<file path="src/rtl/pinlock_pkg.sv">
package pinlock_pkg;

    localparam int          KEY_W    = 4;
    localparam logic [3:0]  CODE_CLR = 4'd10;
    localparam logic [3:0]  CODE_GO  = 4'd11;

    typedef enum logic [1:0] {
        EV_NONE,
        EV_DIGIT,
        EV_CLEAR,
        EV_CHECK
    } ev_kind_e;

    typedef struct packed {
        ev_kind_e          kind;
        logic [KEY_W-1:0]  val;
    } key_ev_t;

    typedef enum logic {
        SQ_IDLE,
        SQ_SCAN
    } seq_st_e;

    typedef struct packed {
        logic done;
        logic fail;
    } verdict_t;

    // Map a raw key code onto an event kind; reserved codes become no event
    function automatic key_ev_t classify(input logic v, input logic [KEY_W-1:0] code);
        key_ev_t e;
        e.val  = code;
        e.kind = EV_NONE;
        if (v) begin
            if (code < CODE_CLR)       e.kind = EV_DIGIT;
            else if (code == CODE_CLR) e.kind = EV_CLEAR;
            else if (code == CODE_GO)  e.kind = EV_CHECK;
        end
        return e;
    endfunction

endpackage

</file>
<file path="src/rtl/pinlock_keydec.sv">
module pinlock_keydec
    import pinlock_pkg::*;
(
    input  logic             key_valid,
    input  logic [KEY_W-1:0] key_code,
    input  logic             busy,
    output key_ev_t          ev
);
    // Events are suppressed entirely while a comparison is running
    always_comb begin
        ev = classify(key_valid, key_code);
        if (busy) ev.kind = EV_NONE;
    end
endmodule

</file>
<file path="src/rtl/pinlock_entry.sv">
module pinlock_entry
    import pinlock_pkg::*;
#(
    parameter int DIGITS = 4
) (
    input  logic                         clk,
    input  logic                         rst,
    input  key_ev_t                      ev,
    input  logic                         flush,
    output logic [DIGITS-1:0][KEY_W-1:0] slot_val,
    output logic [DIGITS-1:0]            slot_full
);
    localparam int CW = $clog2(DIGITS + 1);

    logic [CW-1:0] fill_cnt;
    logic          wipe;
    logic          take;

    assign wipe = flush || (ev.kind == EV_CLEAR);
    assign take = (ev.kind == EV_DIGIT) && (fill_cnt < CW'(DIGITS));

    always_ff @(posedge clk) begin
        if (rst || wipe)  fill_cnt <= '0;
        else if (take)    fill_cnt <= fill_cnt + 1'b1;
    end

    for (genvar i = 0; i < DIGITS; i++) begin : g_slot
        always_ff @(posedge clk) begin
            if (rst || wipe) begin
                slot_full[i] <= 1'b0;
                slot_val[i]  <= '0;
            end else if (take && (fill_cnt == CW'(i))) begin
                slot_full[i] <= 1'b1;
                slot_val[i]  <= ev.val;
            end
        end
    end
endmodule

</file>
<file path="src/rtl/pinlock_seq.sv">
module pinlock_seq
    import pinlock_pkg::*;
#(
    parameter int                      DIGITS     = 4,
    parameter logic [DIGITS*KEY_W-1:0] SECRET     = 16'h5982,
    parameter bit                      CONST_TIME = 1'b0
) (
    input  logic                         clk,
    input  logic                         rst,
    input  logic                         start,
    input  logic [DIGITS-1:0][KEY_W-1:0] slot_val,
    input  logic [DIGITS-1:0]            slot_full,
    output logic                         err_led,
    output logic                         unlock_pulse,
    output logic                         busy,
    output logic                         flush
);
    localparam int IW = (DIGITS > 1) ? $clog2(DIGITS) : 1;

    seq_st_e                    state;
    logic [IW-1:0]              idx;
    logic                       miss;
    logic                       cur_ok;
    logic                       last;
    verdict_t                   vd;
    logic [DIGITS-1:0][KEY_W-1:0] sec_dig;

    // First pressed digit sits in the most significant nibble of SECRET
    for (genvar i = 0; i < DIGITS; i++) begin : g_sec
        assign sec_dig[i] = SECRET[(DIGITS-1-i)*KEY_W +: KEY_W];
    end

    assign cur_ok = slot_full[idx] && (slot_val[idx] == sec_dig[idx]);
    assign last   = (idx == IW'(DIGITS - 1));

    if (CONST_TIME) begin : g_flat
        always_comb begin
            vd.done = (state == SQ_SCAN) && last;
            vd.fail = miss || !cur_ok;
        end
    end else begin : g_early
        always_comb begin
            vd.done = (state == SQ_SCAN) && (last || !cur_ok);
            vd.fail = !cur_ok;
        end
    end

    assign busy  = (state == SQ_SCAN);
    assign flush = vd.done;

    always_ff @(posedge clk) begin
        if (rst) begin
            state        <= SQ_IDLE;
            idx          <= '0;
            miss         <= 1'b0;
            err_led      <= 1'b0;
            unlock_pulse <= 1'b0;
        end else begin
            unlock_pulse <= 1'b0;
            case (state)
                SQ_IDLE: begin
                    if (start) begin
                        state   <= SQ_SCAN;
                        idx     <= '0;
                        miss    <= 1'b0;
                        err_led <= 1'b0;
                    end
                end
                SQ_SCAN: begin
                    if (vd.done) begin
                        state        <= SQ_IDLE;
                        err_led      <= vd.fail;
                        unlock_pulse <= !vd.fail;
                    end else begin
                        idx  <= idx + 1'b1;
                        miss <= miss || !cur_ok;
                    end
                end
                default: state <= SQ_IDLE;
            endcase
        end
    end
endmodule

</file>
<file path="src/rtl/pinlock_top.sv">
module pinlock_top
    import pinlock_pkg::*;
#(
    parameter int                      DIGITS     = 4,
    parameter logic [DIGITS*KEY_W-1:0] SECRET     = 16'h5982,
    parameter bit                      CONST_TIME = 1'b0
) (
    input  logic             clk,
    input  logic             rst,
    input  logic             key_valid,
    input  logic [KEY_W-1:0] key_code,
    output logic             err_led,
    output logic             unlock_pulse,
    output logic             busy
);
    key_ev_t                      ev;
    logic                         flush;
    logic [DIGITS-1:0][KEY_W-1:0] slot_val;
    logic [DIGITS-1:0]            slot_full;
    logic                         start;

    pinlock_keydec u_dec (
        .key_valid (key_valid),
        .key_code  (key_code),
        .busy      (busy),
        .ev        (ev)
    );

    pinlock_entry #(.DIGITS(DIGITS)) u_entry (
        .clk       (clk),
        .rst       (rst),
        .ev        (ev),
        .flush     (flush),
        .slot_val  (slot_val),
        .slot_full (slot_full)
    );

    assign start = (ev.kind == EV_CHECK);

    pinlock_seq #(
        .DIGITS     (DIGITS),
        .SECRET     (SECRET),
        .CONST_TIME (CONST_TIME)
    ) u_seq (
        .clk          (clk),
        .rst          (rst),
        .start        (start),
        .slot_val     (slot_val),
        .slot_full    (slot_full),
        .err_led      (err_led),
        .unlock_pulse (unlock_pulse),
        .busy         (busy),
        .flush        (flush)
    );
endmodule

</file>
<file path="config.mk">
export PLATFORM = sky130hd
export DESIGN_NAME = pinlock_top
export DESIGN_NICKNAME = d
export VERILOG_FILES = /design/src/rtl/pinlock_pkg.sv /design/src/rtl/pinlock_keydec.sv /design/src/rtl/pinlock_entry.sv /design/src/rtl/pinlock_seq.sv /design/src/rtl/pinlock_top.sv
export SDC_FILE = /design/constraint.sdc
export NUM_CORES = 1
export LEC_CHECK = 0
export CAP_MARGIN = 10
export CORE_ASPECT_RATIO = 1.4
export CORE_MARGIN = 2
export CORE_UTILIZATION = 50
export CTS_CLUSTER_DIAMETER = 40
export DETAILED_ROUTE_END_ITERATION = 16
export PLACE_DENSITY = 0.81
export SLEW_MARGIN = 30
export SYNTH_ARGS = -nofsm -noshare
export SYNTH_HDL_FRONTEND = slang
export SYNTH_SLANG_ARGS = --single-unit
</file>
<file path="constraint.sdc">
create_clock -name clk -period 5.2 [get_ports clk]
set_clock_uncertainty 0.15 [all_clocks]
set_input_delay 0.52 -clock clk [delete_from_list [all_inputs] [get_ports clk]]
set_output_delay 0.52 -clock clk [all_outputs]
set_load 0.03 [all_outputs]
</file>
==> flow_metrics.env, run 1 <==
export IMPL_post_synth_main_area_contributors="sky130_fd_sc_hd__dfxtp_1 (38%), sky130_fd_sc_hd__mux2_1 (12%), sky130_fd_sc_hd__and3_1 (8.9%)"
export IMPL_yosys_area_top_type="sky130_fd_sc_hd__dfxtp_1"
export IMPL_place_gp_congestion=0.769
export IMPL_post_synth_most_frequent_cells="sky130_fd_sc_hd__dfxtp_1 (28), sky130_fd_sc_hd__and3_1 (21), sky130_fd_sc_hd__mux2_1 (16), sky130_fd_sc_hd__ha_1 (7)"
export IMPL_finalSetupTns_ns=0
export IMPL_start_util=0.520
export IMPL_post_route_ant_nets=0
export IMPL_timing_critical_path_max_delay_family="flip-flops"
export IMPL_share_of_cells_above_drive_strength_1=0.136
export IMPL_n_fill_cell=240
export IMPL_htree_levels=1
export IMPL_clk_root_buffer_cell="sky130_fd_sc_hd__clkbuf_8"
export IMPL_timing_worst_slew_pin_value_ns=0.725
export IMPL_grt_setup_unrepaired="no"
export IMPL_grt_overflow=0
export IMPL_route_detailed_vias_per_inst=5.69
export IMPL_dp_hpwl_um=2170
export IMPL_synth_enable_flop_cells=0
export IMPL_yosys_cell_types_count=40
export IMPL_grt_start_max_net_pins=25
export IMPL_clock_sink_count=28
export IMPL_antenna_found_initial=0
export IMPL_detail_route_wirelength_um=3000
export IMPL_synthCells=140
export IMPL_max_cap_violations=0
export IMPL_grt_util_all_layers=0.194
export IMPL_postSynth_topFlopCell="sky130_fd_sc_hd__dfxtp_1"
export IMPL_detailroute_via_count=1047
export IMPL_synthesized_area_mm2=0.00148
export IMPL_maxClockFrequency_ghz=0.401
export IMPL_dieArea_mm2=0.00342
export IMPL_p_per_area_mw_per_mm2=247
export IMPL_tritoncts="yes"
export IMPL_layout_min_cycle_time_ns=2.50
export IMPL_timing_rr_start="u_seq.idx[1]"
export IMPL_setup_crit_start="u_seq.idx[1]"
export IMPL_postCtsResizedCells=0
export IMPL_drtIter0Drc=39
export IMPL_drv_slew=0
export IMPL_critical_path_end_type="register"
export IMPL_cts_hold_fix_buffers=0
export IMPL_critical_path_max_stage_delay_ns=0.68
export IMPL_die_height_um=68.4
export IMPL_fin_total_pwr_uw=402
export IMPL_area_overhead_of_the_layout_relative_to_synthesis_pct=10.2
export IMPL_fp_dieW_um=50.0
export IMPL_hold_path_startpoint="u_seq.err_led"
export IMPL_grt_pass1_vias=1099
export IMPL_postSynthAreaPerCell_um2=10.6
export IMPL_syn_num_nets=154
export IMPL_setup_worst_path_class="reg -> reg"
export IMPL_worstPathRequired_ns=5.27
export IMPL_ys_seq_elements=28
export IMPL_asyncSetResetFlopFracSynth=0
export IMPL_post_cts_setup_buffers=0
export IMPL_critical_path_slowest_cell="sky130_fd_sc_hd__dfxtp_1"
export IMPL_cts_reportedPaths_clkPinSlew_ns=0.09
export IMPL_postLayoutSetupSlackWorst_ns=2.70
export IMPL_rows=23
export IMPL_synth_seq_area_share=0.379
export IMPL_worst_path_max_fanout=24
export IMPL_ir_drop_v=0.000150
export IMPL_final_hold_viol_count=0
export IMPL_drtPass1Iterations=4
export IMPL_finish_net_count=162
export IMPL_pin_count=10
export IMPL_detail_route_drc_violations=0
export IMPL_place_port_buffers=9
export IMPL_leakagePower_uw=0.000742
export IMPL_wl_per_cell_um=16.3
export IMPL_area_share_of_the_leading_cell_type_in_the_synthesized_netlist=0.379
export IMPL_synth_warnings=0
export IMPL_timing_hold_worst_class="reg -> reg"
export IMPL_post_route_period_util=0.480
export IMPL_hold_slack_ns=0.360
export IMPL_cp_cell_sequence="mux4_2, xnor2_2, inv_2, o21ai_4, and3_2"
export IMPL_worstPathBufferInverterCount=1
export IMPL_n_antenna_cell=0
export IMPL_fp_coreArea_mm2=0.00285
export IMPL_outcome="finished clean"
export IMPL_grt_first_pass_wirelength_um=5020
export IMPL_cell_with_the_most_instances_after_synthesis="sky130_fd_sc_hd__dfxtp_1"
export IMPL_max_clock_buf_depth=2
export IMPL_tritoncts_num_buffers=3
export IMPL_max_slew_margin=0.515
export IMPL_worst_setup_path_start_kind="register"
export IMPL_final_setup_viol_count=0
export IMPL_dp_worst_setup_slack_ns=2.56
export IMPL_timing_critical_path_arrival_ns=2.56
export IMPL_clock_latency_late_sink_ns=0.27
## cells by family (layout without fill, tap and decap cells)
kind of cell / Yosys count / after routing / share of synthesized area
multiplexers: 24 / 24 / 0.185
AO/OA/AOI/OAI: 10 / 10 / 0.0626
flip-flops: 28 / 28 / 0.379
XOR/XNOR: 4 / 4 / 0.0287
adder cells (fa/ha/maj): 7 / 7 / 0.0592
AND/OR/NAND/NOR: 54 / 54 / 0.236
buffers and inverters: 13 / 20 / 0.0499
## registers in the layout, summed over array words and instances, names as in the netlist
| register | count |
|---|---|
| u_seq.err_led | 1 |
| u_entry.slot_full | 4 |
| u_seq.idx | 2 |
| u_seq.unlock_pulse | 1 |
| u_entry.fill_cnt | 3 |
| u_entry.slot_val | 16 |
| u_seq.busy | 1 |
## layout by cell type (no fill, tap or decap), drive strengths merged, types with 2 or more instances in the layout
cell type	synthesis	layout
dfxtp	28	28
and3	23	23
mux2	17	17
nand2	10	10
clkdlybuf4s50	0	9
ha	7	7
inv	7	7
mux2i	6	6
nand3b	4	4
or2b	4	4
nand3	4	4
clkbuf	2	4
o21ai	3	3
xor2	2	2
nor4	2	2
xnor2	2	2
## metrics by stage
step / utilization / area, um2 / std cells
4_1_cts: 0.570 / 1620 / 184
2_1_floorplan: - / 1480 / 140
3_3_place_gp: 0.551 / 1570 / 180
3_5_place_dp: 0.551 / 1570 / 180
5_1_grt: 0.573 / 1630 / 184
6_report: 0.573 / 1630 / 184
## power by group
part	switching (uW)	internal, uW	leakage, uW	total [uW]
sequential	4.01	220	0.000227	224
clock	66.0	67.7	0.0000288	134
combinational	23.0	21.1	0.000486	44.1
total	92.9	309	0.000742	402
## final timing paths
path	slack, ns	end	cells past startpoint
worst min-delay path	0.36	u_seq.err_led	2
worst max register to register	2.70	u_entry.slot_full[1]	5
worst min register to register	0.36	u_seq.err_led	2
worst max-delay path	2.70	u_entry.slot_full[1]	5
## final cells by class
cell class / instances / area (um2) / share of cell area
clock buffers: 4 / 55.1 / 0.0337
inverters: 7 / 26.3 / 0.0161
multi-input cells: 99 / 853 / 0.523
flip-flops and latches: 28 / 561 / 0.344
well taps: 37 / 46.3 / 0.0284
repair buffers: 9 / 90.1 / 0.0552
## metal layers
layer | up-vias | wire length (um) | global-route usage | share of wire
met1 | 499 | 1160 | 0.215 | 0.39
met3 | 10 | 129 | 0.0284 | 0.043
li1 | 505 | - | - | -
met4 | 0 | 65 | 0.108 | 0.022
met2 | 33 | 1640 | 0.354 | 0.55
met5 | - | 0 | 0 | 0
## worst reg2reg max path, delay by kind of cell (launching register included)
family                    cells  cell delay [ns]
buffers and inverters         1             0.09
DFF                           1             0.68
xor gates and xnor gates      1             0.21
AOI/OAI and AO/OA             1             0.42
and+or+nand+nor               1             0.28
muxes                         1             0.62
Power figures use the tool's default switching activity.
==> run 2, diff against run 1 <==
- PLACE_DENSITY: 0.81 -> 0.84
- clock period: 5.2 -> 2.25 ns (I/O delays scaled with it)
==> run 2 against run 1 <==
Net effect:
- utilization grew 2.8 points
- global-route usage grew 1.6 points
- non-clock buffer count grew 7
- critical path type unchanged
- sequential share of layout area shrank 1.5 points
- routed wire length grew 9.6%
==> flow_metrics.env, run 2 (synthesis gave the netlist of run 1 again) <==
export IMPL_place_port_buffers=9
export IMPL_critical_path_slowest_cell="sky130_fd_sc_hd__dfxtp_2"
export IMPL_multiInputGateArea_um2=866
export IMPL_grt_overflow=0
export IMPL_htree_levels=1
export IMPL_place_gp_congestion=0.796
export IMPL_grt_pass1_vias=1161
export IMPL_hold_slack_ns=0.374
export IMPL_hold_path_cell_count=2
export IMPL_detail_route_drc_violations=0
export IMPL_sequential_cell_area_um2=562
export IMPL_start_util=0.520
export IMPL_worstPathRequired_ns=2.31
export IMPL_timing_rr_start="u_seq.idx[1]"
export IMPL_finalNonFillerCells=192
export IMPL_maxClockFrequency_ghz=0.485
export IMPL_worst_setup_path_start_kind="register"
export IMPL_layout_min_cycle_time_ns=2.06
export IMPL_fp_coreArea_mm2=0.00285
export IMPL_cts_reportedPaths_clkPinSlew_ns=0.10
export IMPL_clock_latency_late_sink_ns=0.28
export IMPL_mostFrequentLayoutCells="sky130_fd_sc_hd__dfxtp_1 (27), sky130_fd_sc_hd__and3_1 (21), sky130_fd_sc_hd__mux2_1 (16), sky130_fd_sc_hd__clkdlybuf4s50_1 (9), sky130_fd_sc_hd__ha_1 (7)"
export IMPL_grt_util_all_layers=0.210
export IMPL_post_place_cells=187
export IMPL_grt_start_max_net_pins=25
export IMPL_dp_hpwl_um=2310
export IMPL_drv_slew=0
export IMPL_detailroute_via_count=1131
export IMPL_worstPathBufferInverterCount=3
export IMPL_area_overhead_of_the_layout_relative_to_synthesis_pct=15.6
export IMPL_max_clock_buf_depth=2
export IMPL_max_cap_violations=0
export IMPL_dieArea_mm2=0.00342
export IMPL_tritoncts_num_buffers=3
export IMPL_timing_hold_worst_class="reg -> reg"
export IMPL_share_of_cells_above_drive_strength_1=0.187
export IMPL_post_route_period_util=0.917
export IMPL_timing_worst_slew_pin_value_ns=0.797
export IMPL_fin_total_pwr_uw=944
export IMPL_timing_hold_worst_endpoint="u_seq.err_led"
export IMPL_antenna_found_initial=0
export IMPL_final_hold_viol_count=0
export IMPL_setup_reg_to_reg_worst_slack_ns=0.19
export IMPL_max_reg_flops=16
export IMPL_timing_critical_path_arrival_ns=2.12
export IMPL_outcome="finished clean"
export IMPL_leakagePower_uw=0.000786
export IMPL_ir_drop_v=0.000376
export IMPL_clock_sink_count=28
export IMPL_path_common_cell="sky130_fd_sc_hd__buf_4"
export IMPL_n_fill_cell=226
export IMPL_worst_path_max_fanout=7
export IMPL_fp_dieW_um=50.0
export IMPL_finalSetupTns_ns=0
export IMPL_final_setup_viol_count=0
export IMPL_critical_path_end_type="register"
export IMPL_critical_path_max_stage_delay_ns=0.40
export IMPL_route_detailed_vias_per_inst=5.89
export IMPL_grt_first_pass_wirelength_um=5250
export IMPL_hold_path_startpoint="u_seq.err_led"
export IMPL_reg2regPathDepth=8
export IMPL_die_height_um=68.4
export IMPL_drtIter0Drc=22
export IMPL_tritoncts="yes"
export IMPL_wl_per_cell_um=17.1
export IMPL_grt_setup_unrepaired="no"
export IMPL_pin_count=10
export IMPL_mostFrequentLayoutCell="sky130_fd_sc_hd__dfxtp_1"
export IMPL_finish_net_count=170
export IMPL_rows=23
export IMPL_detail_route_wirelength_um=3280
export IMPL_regMostFlops="u_entry.slot_val"
export IMPL_p_per_area_mw_per_mm2=552
export IMPL_reg_top3="u_entry.slot_val (16), u_entry.slot_full (4), u_entry.fill_cnt (3)"
export IMPL_drtPass1Iterations=4
export IMPL_r2r_end="u_seq.idx[1]"
export IMPL_max_slew_margin=0.464
export IMPL_setup_worst_path_class="reg -> reg"
export IMPL_timing_critical_path_max_delay_family="buffers and inverters"
export IMPL_n_antenna_cell=0
export IMPL_cp_cell_sequence="buf_4, inv_1, ha_1, xor2_1, a32oi_2, buf_4, o21ai_2, mux2i_1"
export IMPL_post_route_ant_nets=0
export IMPL_clk_root_buffer_cell="sky130_fd_sc_hd__clkbuf_8"
-- run 2: cell count changes in the layout (fill, tap and decap cells not counted) --
cell	before	now
sky130_fd_sc_hd__dfxtp_1	28	27
sky130_fd_sc_hd__buf_4	0	6
sky130_fd_sc_hd__a211oi_2	0	1
sky130_fd_sc_hd__buf_12	0	1
sky130_fd_sc_hd__dfxtp_2	0	1
-- run 2: power by group --
part	leakage [uW]	switching (uW)	internal, uW
clock network	0.0000288	158	157
registers	0.000227	8.64	509
logic	0.000530	56.8	53.2
total	0.000786	224	720
-- run 2: worst reg2reg max path: stages, from the launching register on --
cell	delay, ns
sky130_fd_sc_hd__dfxtp_2	0.40
sky130_fd_sc_hd__buf_4	0.19
sky130_fd_sc_hd__inv_1	0.06
sky130_fd_sc_hd__ha_1	0.24
sky130_fd_sc_hd__xor2_1	0.20
sky130_fd_sc_hd__a32oi_2	0.16
sky130_fd_sc_hd__buf_4	0.17
sky130_fd_sc_hd__o21ai_2	0.21
sky130_fd_sc_hd__mux2i_1	0.22
-- run 2: layout make-up --
cell class / instances / area share
multi-input combinational: 100 / 0.506
tap: 37 / 0.0271
inverter: 7 / 0.0154
sequential: 28 / 0.328
timing repair buffer: 16 / 0.0907
clock buffer: 4 / 0.0322
-- run 2: how the worst max path moves through the flow --
| stage | from | to | cells after the start |
|---|---|---|---|
| 2_1_floorplan | u_seq.busy | u_entry.slot_val[0] | 5 |
| 3_3_place_gp | key_code[2] | u_entry.slot_full[2] | 4 |
| 3_5_place_dp | key_code[1] | u_entry.slot_full[1] | 5 |
| 4_1_cts | u_seq.idx[1] | u_seq.idx[1] | 8 |
| 5_1_grt | u_seq.idx[1] | u_seq.idx[0] | 8 |
| 6_report | u_seq.idx[1] | u_seq.idx[1] | 8 |
-- run 2: repair_timing --
action	4_1_cts	5_1_grt
cloned	0	1
pin swaps	0	1
endpoints found under the setup margin	23	19
hold buffers	0	0
resized for setup	1	1
setup buffers	0	0
-- run 2: layer usage --
metal | vias to the layer above | track usage | wire length, um
li1 | 535 | - | -
met1 | 550 | 0.221 | 1290
met2 | 28 | 0.355 | 1700
met3 | 18 | 0.0371 | 99
met4 | 0 | 0.194 | 199
met5 | - | 0 | 0
-- run 2: through the flow --
step           instance area [um2]   util  worst slack, ns
6_report                      1710  0.600            0.187
5_1_grt                       1710  0.600           0.0664
4_1_cts                       1700  0.596           0.0958
3_5_place_dp                  1630  0.574          -0.0645
3_3_place_gp                  1630  0.574           0.0471
2_1_floorplan                 1480      -            0.357
==> run 3, diff against run 2 <==
- PLACE_DENSITY: 0.84 -> 0.81
- clock period: 2.25 -> 2.45 ns (I/O delays scaled with it)
==> run 3 against run 2 <==
Net effect:
- utilization fell by 1.4 points
- power decreased by 0.27%
- die area unchanged
- cell area fell by 2.3%
- register-to-register slack barely moved
- flip-flop and latch count stayed put
- clock power is 17% higher
- cell count decreased by 2.6%
- combinational power is 14% lower
- sequential share of layout area grew 0.71 points
- hold slack better by 0.020 ns
- critical endpoint is now u_entry.slot_full[1]
- largest cell class unchanged
- largest power group unchanged
==> flow_metrics.env, run 3 (synthesis gave the netlist of run 1 again) <==
export IMPL_outcome="finished clean"
export IMPL_power_switching_fraction=0.221
export IMPL_post_place_cells=183
export IMPL_p_per_area_mw_per_mm2=563
export IMPL_max_cap_violations=0
export IMPL_reg_top3="u_entry.slot_val (16), u_entry.slot_full (4), u_entry.fill_cnt (3)"
export IMPL_antenna_found_initial=0
export IMPL_postLayoutCoreUtil=0.586
export IMPL_final_hold_viol_count=0
export IMPL_post_cts_setup_buffers=0
export IMPL_reg2regPathDepth=7
export IMPL_fp_coreArea_mm2=0.00285
export IMPL_finalNonFillerCells=187
export IMPL_hold_path_cell_count=2
export IMPL_grt_overflow=0
export IMPL_die_height_um=68.4
export IMPL_postCtsResizedCells=0
export IMPL_wl_per_cell_um=16.0
export IMPL_n_antenna_cell=0
export IMPL_ir_drop_v=0.000505
export IMPL_p_switching_uw=208
export IMPL_sequentialPowerShare=0.506
export IMPL_fp_dieW_um=50.0
export IMPL_grt_start_max_net_pins=25
export IMPL_post_route_ant_nets=0
export IMPL_area_overhead_of_the_layout_relative_to_synthesis_pct=12.8
export IMPL_share_of_cells_above_drive_strength_1=0.153
export IMPL_layout_min_cycle_time_ns=2.27
export IMPL_mostFrequentLayoutCell="sky130_fd_sc_hd__dfxtp_1"
export IMPL_rows=23
export IMPL_critical_path_max_stage_delay_ns=0.47
export IMPL_setup_worst_path_class="reg -> reg"
export IMPL_route_detailed_vias_per_inst=5.50
export IMPL_leakagePower_uw=0.000765
export IMPL_tritoncts_num_buffers=3
export IMPL_worstPathRequired_ns=2.53
export IMPL_crit_cells=7
export IMPL_max_clock_buf_depth=2
export IMPL_dp_worst_setup_slack_ns=0.0941
export IMPL_final_setup_viol_count=0
export IMPL_grt_pass1_vias=1067
export IMPL_comb_power_share=0.100
export IMPL_dp_hpwl_um=2230
export IMPL_dieArea_mm2=0.00342
export IMPL_tritoncts="yes"
export IMPL_place_port_buffers=9
export IMPL_worst_setup_path_start_kind="register"
export IMPL_cellInternalPower_uw=733
export IMPL_pin_count=10
export IMPL_regMostFlops="u_entry.slot_val"
export IMPL_detail_route_drc_violations=0
export IMPL_cp_cell_sequence="buf_4, inv_1, ha_1, xnor2_2, inv_2, o21ai_4, and3_2"
export IMPL_clock_latency_late_sink_ns=0.28
export IMPL_finish_net_count=165
export IMPL_drtPass1Iterations=4
export IMPL_postLayoutSetupSlackWorst_ns=0.181
export IMPL_max_reg_flops=16
export IMPL_detail_route_wirelength_um=2980
export IMPL_post_route_period_util=0.926
export IMPL_grt_first_pass_wirelength_um=4910
export IMPL_maxClockFrequency_ghz=0.441
export IMPL_worstPathBufferInverterCount=3
export IMPL_drv_slew=0
export IMPL_grt_setup_unrepaired="no"
export IMPL_drtIter0Drc=17
export IMPL_max_slew_margin=0.517
export IMPL_critical_path_end_type="register"
export IMPL_grt_util_all_layers=0.194
export IMPL_clkPwrFrac=0.394
export IMPL_timing_critical_path_max_delay_family="flip-flops"
export IMPL_place_gp_congestion=0.810
export IMPL_clk_root_buffer_cell="sky130_fd_sc_hd__clkbuf_8"
export IMPL_fin_total_pwr_uw=941
export IMPL_worst_path_max_fanout=24
export IMPL_detailroute_via_count=1028
export IMPL_timing_worst_slew_pin_value_ns=0.722
export IMPL_cts_hold_fix_buffers=0
export IMPL_start_util=0.520
export IMPL_mostFrequentLayoutCells="sky130_fd_sc_hd__dfxtp_1 (28), sky130_fd_sc_hd__and3_1 (21), sky130_fd_sc_hd__mux2_1 (16), sky130_fd_sc_hd__clkdlybuf4s50_1 (9), sky130_fd_sc_hd__ha_1 (7)"
export IMPL_timing_hold_worst_class="reg -> reg"
export IMPL_htree_levels=1
export IMPL_clock_sink_count=28
export IMPL_cts_reportedPaths_clkPinSlew_ns=0.10
export IMPL_timing_critical_path_arrival_ns=2.35
export IMPL_critical_path_slowest_cell="sky130_fd_sc_hd__dfxtp_1"
export IMPL_finalSetupTns_ns=0
-- run 3: worst paths after layout --
check | endpoint | slack [ns] | start
max | u_entry.slot_full[1] | 0.18 | u_seq.idx[1]
max reg2reg | u_entry.slot_full[1] | 0.18 | u_seq.idx[1]
min | u_seq.err_led | 0.39 | u_seq.err_led
min reg2reg | u_seq.err_led | 0.39 | u_seq.err_led
-- run 3: worst reg2reg max path, stage by stage, from the launching register on --
cell	delay [ns]
sky130_fd_sc_hd__dfxtp_1	0.47
sky130_fd_sc_hd__buf_4	0.22
sky130_fd_sc_hd__inv_1	0.05
sky130_fd_sc_hd__ha_1	0.32
sky130_fd_sc_hd__xnor2_2	0.22
sky130_fd_sc_hd__inv_2	0.08
sky130_fd_sc_hd__o21ai_4	0.42
sky130_fd_sc_hd__and3_2	0.28
-- run 3: power groups by stage --
stage	Sequential, uW	Clock (uW)	Combinational, uW
after floorplan	485	0	62.9
after global placement	486	0	88.9
after detailed placement	487	0	93.5
after CTS	476	371	94.4
after global routing	478	387	105
final	476	370	94.4
-- run 3: routing by layer --
metal  up-vias  global-route usage  routed length (um)
li1        513                   -                   -
met1       491               0.211                1210
met4         0               0.108                  66
met2        17               0.362                1630
met3         7              0.0240                  79
met5         -                   0                   0
-- run 3: through the flow --
stage | hold WS (ns) | cell area [um2]
floorplan | 0.164 | 1480
global placement | 0.335 | 1590
detailed placement | 0.389 | 1590
CTS | 0.404 | 1660
global route | 0.448 | 1670
finish | 0.394 | 1670
-- run 3: layout make-up --
type / instances / area [um2]
Fill cell: 245 / 1180
Multi-Input combinational cell: 99 / 853
Sequential cell: 28 / 561
Timing Repair Buffer: 12 / 113
Tap cell: 37 / 46.3
Clock buffer: 3 / 41.3
Clock inverter: 1 / 30.0
Inverter: 7 / 26.3
